===== config.mk =====
export PLATFORM = sky130hd
export DESIGN_NAME = synth_prog_port
export DESIGN_NICKNAME = d
export VERILOG_FILES = /design/src/rtl/synth_prog_pkg.sv /design/src/rtl/sp_shift.sv /design/src/rtl/sp_route.sv /design/src/rtl/sp_regs.sv /design/src/rtl/synth_prog_port.sv
export SDC_FILE = /design/constraint.sdc
export NUM_CORES = 1
export LEC_CHECK = 0
export ABC_AREA = 1
export BUFFER_PORTS_ARGS = -buffer_cell sky130_fd_sc_hd__buf_2
export CAP_MARGIN = 0
export CORE_MARGIN = 1
export CORE_UTILIZATION = 58
export DETAILED_ROUTE_END_ITERATION = 8
export PLACE_DENSITY = 0.82
export SYNTH_ARGS = -nofsm -noshare
export SYNTH_HDL_FRONTEND = slang
export SYNTH_SLANG_ARGS = --single-unit

===== constraint.sdc =====
create_clock -name clk -period 2.2 [get_ports clk]
set_clock_uncertainty 0.05 [all_clocks]
set_input_delay 0.33 -clock clk [delete_from_list [all_inputs] [get_ports clk]]
set_output_delay 0.33 -clock clk [all_outputs]
set_load 0.05 [all_outputs]

===== src/rtl/synth_prog_pkg.sv =====
package synth_prog_pkg;

   typedef enum logic [1:0] {
      TGT_NONE = 2'd0,
      TGT_FB   = 2'd1,
      TGT_REF  = 2'd2,
      TGT_CTL  = 2'd3
   } tgt_e;

   // second control bit 0 -> feedback; 1,1 -> reference; 0,1 -> control
   function automatic tgt_e pick_target(input logic cb_first, input logic cb_second);
      if (!cb_second)    return TGT_FB;
      else if (cb_first) return TGT_REF;
      else               return TGT_CTL;
   endfunction

endpackage


===== src/rtl/sp_shift.sv =====
module sp_shift #(
   parameter int FRAME_W = 20
) (
   input  logic               clk,
   input  logic               rst_n,
   input  logic               ser_clk,
   input  logic               ser_dat,
   input  logic               ser_le,
   output logic [FRAME_W-1:0] frame_o,
   output logic               xfer_o
);

   initial assert (FRAME_W >= 4) else $error("sp_shift: FRAME_W too small");

   logic               sclk_q;
   logic               le_q;
   logic [FRAME_W-1:0] sr_q;
   logic               sclk_rise;

   assign sclk_rise = ser_clk & ~sclk_q;

   always_ff @(posedge clk or negedge rst_n) begin
      if (!rst_n) begin
         sclk_q <= 1'b0;
         le_q   <= 1'b0;
         sr_q   <= '0;
      end else begin
         sclk_q <= ser_clk;
         le_q   <= ser_le;
         if (sclk_rise && !ser_le)
            sr_q <= {sr_q[FRAME_W-2:0], ser_dat};
      end
   end

   assign frame_o = sr_q;
   assign xfer_o  = ser_le & ~le_q;

   // a high latch enable freezes the shift register
   assert_le_freeze_R7: assert property (@(posedge clk) disable iff (!rst_n)
      ser_le |=> $stable(sr_q));

   // a qualified serial edge puts the data bit at the LSB
   assert_shift_in_R2: assert property (@(posedge clk) disable iff (!rst_n)
      (ser_clk && !sclk_q && !ser_le) |=> (sr_q[0] == $past(ser_dat)));

endmodule


===== src/rtl/sp_route.sv =====
module sp_route
   import synth_prog_pkg::*;
#(
   parameter int FRAME_W = 20,
   parameter int FB_W    = 18,
   parameter int REF_W   = 13,
   parameter int TEST_W  = 3,
   parameter int SKIP_W  = 2
) (
   input  logic               xfer,
   input  logic [FRAME_W-1:0] frame,
   output logic               fb_we,
   output logic               ref_we,
   output logic               ctl_we,
   output logic [FB_W-1:0]    fb_d,
   output logic [REF_W-1:0]   ref_d,
   output logic [TEST_W-1:0]  test_d,
   output logic               stby_d,
   output logic               sw_d
);

   localparam int PAY_W = FRAME_W - 2;

   initial assert (FB_W == PAY_W)
      else $error("sp_route: feedback field must fill the payload");
   initial assert (SKIP_W + REF_W + TEST_W == PAY_W)
      else $error("sp_route: reference layout must fill the payload");

   logic [PAY_W-1:0] payload;
   tgt_e             tgt;

   assign payload = frame[FRAME_W-1:2];

   always_comb begin
      tgt = TGT_NONE;
      if (xfer) tgt = pick_target(frame[1], frame[0]);
   end

   assign fb_we  = (tgt == TGT_FB);
   assign ref_we = (tgt == TGT_REF);
   assign ctl_we = (tgt == TGT_CTL);

   assign fb_d   = payload[FB_W-1:0];
   assign ref_d  = payload[TEST_W +: REF_W];
   assign test_d = payload[TEST_W-1:0];
   assign stby_d = payload[PAY_W-1];
   assign sw_d   = payload[PAY_W-2];

endmodule


===== src/rtl/sp_regs.sv =====
module sp_regs #(
   parameter int                FB_W     = 18,
   parameter int                REF_W    = 13,
   parameter int                TEST_W   = 3,
   parameter logic [TEST_W-1:0] TEST_RST = 3'b100
) (
   input  logic              clk,
   input  logic              rst_n,
   input  logic              fb_we,
   input  logic              ref_we,
   input  logic              ctl_we,
   input  logic [FB_W-1:0]   fb_d,
   input  logic [REF_W-1:0]  ref_d,
   input  logic [TEST_W-1:0] test_d,
   input  logic              stby_d,
   input  logic              sw_d,
   output logic [FB_W-1:0]   fb_q,
   output logic [REF_W-1:0]  ref_q,
   output logic [TEST_W-1:0] test_q,
   output logic              stby_q,
   output logic              sw_q
);

   always_ff @(posedge clk or negedge rst_n) begin
      if (!rst_n) begin
         fb_q   <= '0;
         ref_q  <= '0;
         stby_q <= 1'b0;
         sw_q   <= 1'b0;
      end else begin
         if (fb_we)  fb_q  <= fb_d;
         if (ref_we) ref_q <= ref_d;
         if (ctl_we) begin
            stby_q <= stby_d;
            sw_q   <= sw_d;
         end
      end
   end

   // each test bit carries its own reset value
   for (genvar i = 0; i < TEST_W; i++) begin : g_test
      logic bit_q;
      always_ff @(posedge clk or negedge rst_n) begin
         if (!rst_n)      bit_q <= TEST_RST[i];
         else if (ref_we) bit_q <= test_d[i];
      end
      assign test_q[i] = bit_q;
   end

   // at most one target latch per transfer
   assert_one_target_R6: assert property (@(posedge clk) disable iff (!rst_n)
      $onehot0({fb_we, ref_we, ctl_we}));

   // feedback latch holds without its write
   assert_fb_hold_R6: assert property (@(posedge clk) disable iff (!rst_n)
      !fb_we |=> $stable(fb_q));

   // standby set stays set until a control write
   assert_stby_keep_R9: assert property (@(posedge clk) disable iff (!rst_n)
      (stby_q && !ctl_we) |=> stby_q);

   // standby clear stays clear until a control write
   assert_stby_entry_R9: assert property (@(posedge clk) disable iff (!rst_n)
      (!stby_q && !ctl_we) |=> !stby_q);

   // reference latch holds during standby unless written
   assert_ref_hold_R9: assert property (@(posedge clk) disable iff (!rst_n)
      (stby_q && !ref_we) |=> $stable(ref_q));

endmodule


===== src/rtl/synth_prog_port.sv =====
module synth_prog_port #(
   parameter int FRAME_W = 20,
   parameter int FB_W    = 18,
   parameter int REF_W   = 13,
   parameter int TEST_W  = 3
) (
   input  logic              clk,
   input  logic              rst_n,
   input  logic              ser_clk,
   input  logic              ser_dat,
   input  logic              ser_le,
   input  logic              lock_in,
   output logic [FB_W-1:0]   fb_div,
   output logic [REF_W-1:0]  ref_div,
   output logic [TEST_W-1:0] test_bits,
   output logic              standby,
   output logic              sw_on,
   output logic              lock_out
);

   localparam int                SKIP_W   = FRAME_W - 2 - REF_W - TEST_W;
   localparam logic [TEST_W-1:0] TEST_RST = TEST_W'(1) << (TEST_W - 1);
   localparam int                LOCK_BIT = TEST_W - 1;

   logic [FRAME_W-1:0] frame;
   logic               xfer;
   logic               fb_we, ref_we, ctl_we;
   logic [FB_W-1:0]    fb_d;
   logic [REF_W-1:0]   ref_d;
   logic [TEST_W-1:0]  test_d;
   logic               stby_d, sw_d;

   sp_shift #(.FRAME_W(FRAME_W)) u_shift (
      .clk     (clk),
      .rst_n   (rst_n),
      .ser_clk (ser_clk),
      .ser_dat (ser_dat),
      .ser_le  (ser_le),
      .frame_o (frame),
      .xfer_o  (xfer)
   );

   sp_route #(
      .FRAME_W (FRAME_W),
      .FB_W    (FB_W),
      .REF_W   (REF_W),
      .TEST_W  (TEST_W),
      .SKIP_W  (SKIP_W)
   ) u_route (
      .xfer   (xfer),
      .frame  (frame),
      .fb_we  (fb_we),
      .ref_we (ref_we),
      .ctl_we (ctl_we),
      .fb_d   (fb_d),
      .ref_d  (ref_d),
      .test_d (test_d),
      .stby_d (stby_d),
      .sw_d   (sw_d)
   );

   sp_regs #(
      .FB_W     (FB_W),
      .REF_W    (REF_W),
      .TEST_W   (TEST_W),
      .TEST_RST (TEST_RST)
   ) u_regs (
      .clk    (clk),
      .rst_n  (rst_n),
      .fb_we  (fb_we),
      .ref_we (ref_we),
      .ctl_we (ctl_we),
      .fb_d   (fb_d),
      .ref_d  (ref_d),
      .test_d (test_d),
      .stby_d (stby_d),
      .sw_d   (sw_d),
      .fb_q   (fb_div),
      .ref_q  (ref_div),
      .test_q (test_bits),
      .stby_q (standby),
      .sw_q   (sw_on)
   );

   assign lock_out = standby | (lock_in & test_bits[LOCK_BIT]);

   // a cleared lock-enable bit masks lock outside standby
   assert_lock_mask_R8: assert property (@(posedge clk) disable iff (!rst_n)
      (!test_bits[LOCK_BIT] && !standby) |-> !lock_out);

   // standby holds lock high
   assert_lock_stby_R8: assert property (@(posedge clk) disable iff (!rst_n)
      standby |-> lock_out);

endmodule


==> flow_summary_export.csv <==
group,metric,value,unit
layout,fin_util,0.733,
layout,nets,305,
routing,drt_iter0_markers,192,
critical_path,crit_type,"flop to primary output",
pwr,power.density,949,mW/mm^2
logic_synthesis,ys_types,15,
floorplanning,die_area,0.00427,sq mm
clock_network,cts_tree,"yes",
floorplanning,fp-row-count,22,
sta,worst-slew-pin-transition,0.548,ns
logic_synthesis,yosys-top-cells-area,"dfrtp_1, nand2_1, nand4_1",
logic_synthesis,synth_top_area_cell,"dfrtp_1",
critical_path,cp.required,1.82,ns
clock_network,clkSinkCount,58,
global_route,first_global_vias,1760,
critical_path,start_kind,"flop",
logic_synthesis,synth_top_area_frac,0.614,
floorplanning,start_util,0.621,
sta,layout_min_cycle_time,1.59,ns
global_route,gr-total-overflow,0,
global_route,grt_pass1_wl,8290,um
placement,place_hpwl,3020,um
placement,gp_congestion,0.809,
routing,first_pass_iters,4,
layout,diodes,0,
pwr,ir_drop,0.652,mV
global_route,antenna_found_initial,0,
clock_network,cts_root_buf,"clkbuf_8",
routing,postRouteAntennaNets,0,
clock_network,post_cts_buffers,0,
logic_synthesis,post_synth_inst_count,257,
floorplanning,coreArea,0.00374,sq mm
clock_network,postCtsResizedCells,0,
sta,rsz0062_at_grt,"no",
sta,holdWs,0.0949,ns
routing,via_count,1824,
placement,dpl.cell_count,335,
logic_synthesis,synthAdderAreaFrac,0,
logic_synthesis,synthMuxAreaShare,0,
sta,setup_tns,0,ns
logic_synthesis,synth-simple-area-share,0.323,
logic_synthesis,synth.cell_area,0.00232,sq mm
floorplanning,die_h,65.3,um
logic_synthesis,synth_xor_area_frac,0,
critical_path,crit_arrival,1.21,ns
clock_network,clk_pin_slew,0.06,ns
clock_network,max-clock-path-buffers,2,
global_route,grt_max_degree,36,
clock_network,insertion_delay,0.33,ns
clock_network,cts_hold_buffers,1,
sta,hold_viol,0,
global_route,grt_util_all_layers,0.267,
placement,io_buffers,42,
sta,fmaxAchievable,629,MHz
pwr,power_leakage,1.66,nW
logic_synthesis,syn_nets,263,
routing,wl_met3,232,um
layout,drive_gt1_frac,0.220,
clock_network,htree_levels,3,
job,max-cap-violations,0,
floorplanning,io_pins,43,
floorplanning,dieWidth,65.3,um
routing,drt-met1-wl,2160,um
routing,post-route-drc-count,0,
routing,vias_per_cell,5.18,
logic_synthesis,seq_area_frac_synth,0.625,
routing,wl_per_cell,13.4,um
logic_synthesis,synth_warnings,0,
layout,fin_cells,352,
layout,syn2layout_area_growth,18.0,%
logic_synthesis,synth_compound_area_frac,0.00323,
sta,period_share,0.723,
sta,slew_viol_final,0,
logic_synthesis,synth.avg_cell_area,9.05,sq um
logic_synthesis,ys_seq_elements,58,
routing,highest_layer,"met4",
logic_synthesis,synth_top_family_by_area,"simple AND/OR/NAND/NOR gates",
outcome,status,"finished clean",
critical_path,worst_setup_path_end_kind,"primary output",
routing,drt-total-wl,4720,um
sta,maxSlewHeadroom,0.635,
pwr,power,2.60,mW
sta,setup_violations,0,
critical_path,cp_max_fo,3,
routing,met2WireLength,2270,um
min_path,hp-class,"input pin to flop",
clock_network,cts_made_buffers,9,
## critical path: stages (launching register included)
cell	delay, ns
dfstp_2	0.54
a21o_1	0.10
buf_2	0.25
## final timing paths
kind	to	start	depth (start not counted)	slack, ns
min	u_shift.le_q	ser_le	1	0.09
min in group asynchronous	u_regs.ref_q[2]	rst_n	2	0.48
max in group asynchronous	u_regs.g_test[2].bit_q	rst_n	3	0.99
min reg2reg	u_regs.fb_q[17]	u_regs.fb_q[17]	2	0.42
max reg2reg	u_regs.fb_q[8]	u_shift.le_q	5	0.88
max	lock_out	u_regs.g_test[2].bit_q	2	0.61
## metrics by stage
stage	worst slack (ns)	cell area, sq um
after floorplan	0.793	2320
after global placement	0.718	2540
after detailed placement	0.667	2540
after CTS	0.595	2740
after global routing	0.581	2740
final	0.610	2740
## state kept, by name (all words and copies together), names as in the netlist
name                 count
u_shift.frame_o         20
u_shift.le_q             1
u_shift.sclk_q           1
u_regs.stby_q            1
u_regs.sw_q              1
u_regs.ref_q            13
u_regs.g_test.bit_q      3
u_regs.fb_q             18
## report_power, final
part	leakage [nW]	internal (mW)	total [mW]	switching [mW]
registers	0.793	1.16	1.23	0.0719
logic	0.762	0.0893	0.400	0.310
clock network	0.101	0.584	0.976	0.391
total	1.66	1.83	2.60	0.773
## cell type report
cell class	instances	area, sq um
tap	48	60.1
fill	294	1000
clock inverter	2	35.0
sequential	58	1450
clock buffer	14	163
timing repair buffer	46	255
multi-input combinational	179	759
inverter	5	18.8
## synthesized netlist by cell type (all sizes together)
| cell | count |
|---|---|
| a21o | 1 |
| buf | 8 |
| clkbuf | 7 |
| dfrtp | 57 |
| dfstp | 1 |
| inv | 5 |
| nand2 | 151 |
| nand3 | 3 |
| nand4 | 20 |
| nor2 | 4 |
## layout by cell type, fill, tap and decap left out
cell type,Yosys,routed
nand2_1,148,148
dfrtp_1,57,57
buf_2,0,42
nand4_1,20,20
clkbuf_8,0,11
inv_1,3,3
nand3_1,3,3
nor2_4,3,3
nand2_2,3,3
clkbuf_1,7,3
inv_2,2,2
buf_4,4,2
a21o_1,1,1
nor2_1,1,1
bufinv_16,0,1
clkinv_2,0,1
dlygate4sd3_1,0,1
buf_12,0,1
dfstp_2,1,1
## metal layers
layer / GRT usage / up-vias
met4: 0.139 / 0
met1: 0.371 / 879
met5: 0 / -
li1: - / 889
met2: 0.397 / 50
met3: 0.0538 / 6
## kinds of logic (layout without fill, tap and decap cells)
logic type / Yosys count / count (layout)
compound gates: 1 / 1
buf+inv: 20 / 67
simple gates: 178 / 178
flops: 58 / 58
(Power assumes the default switching activity.)
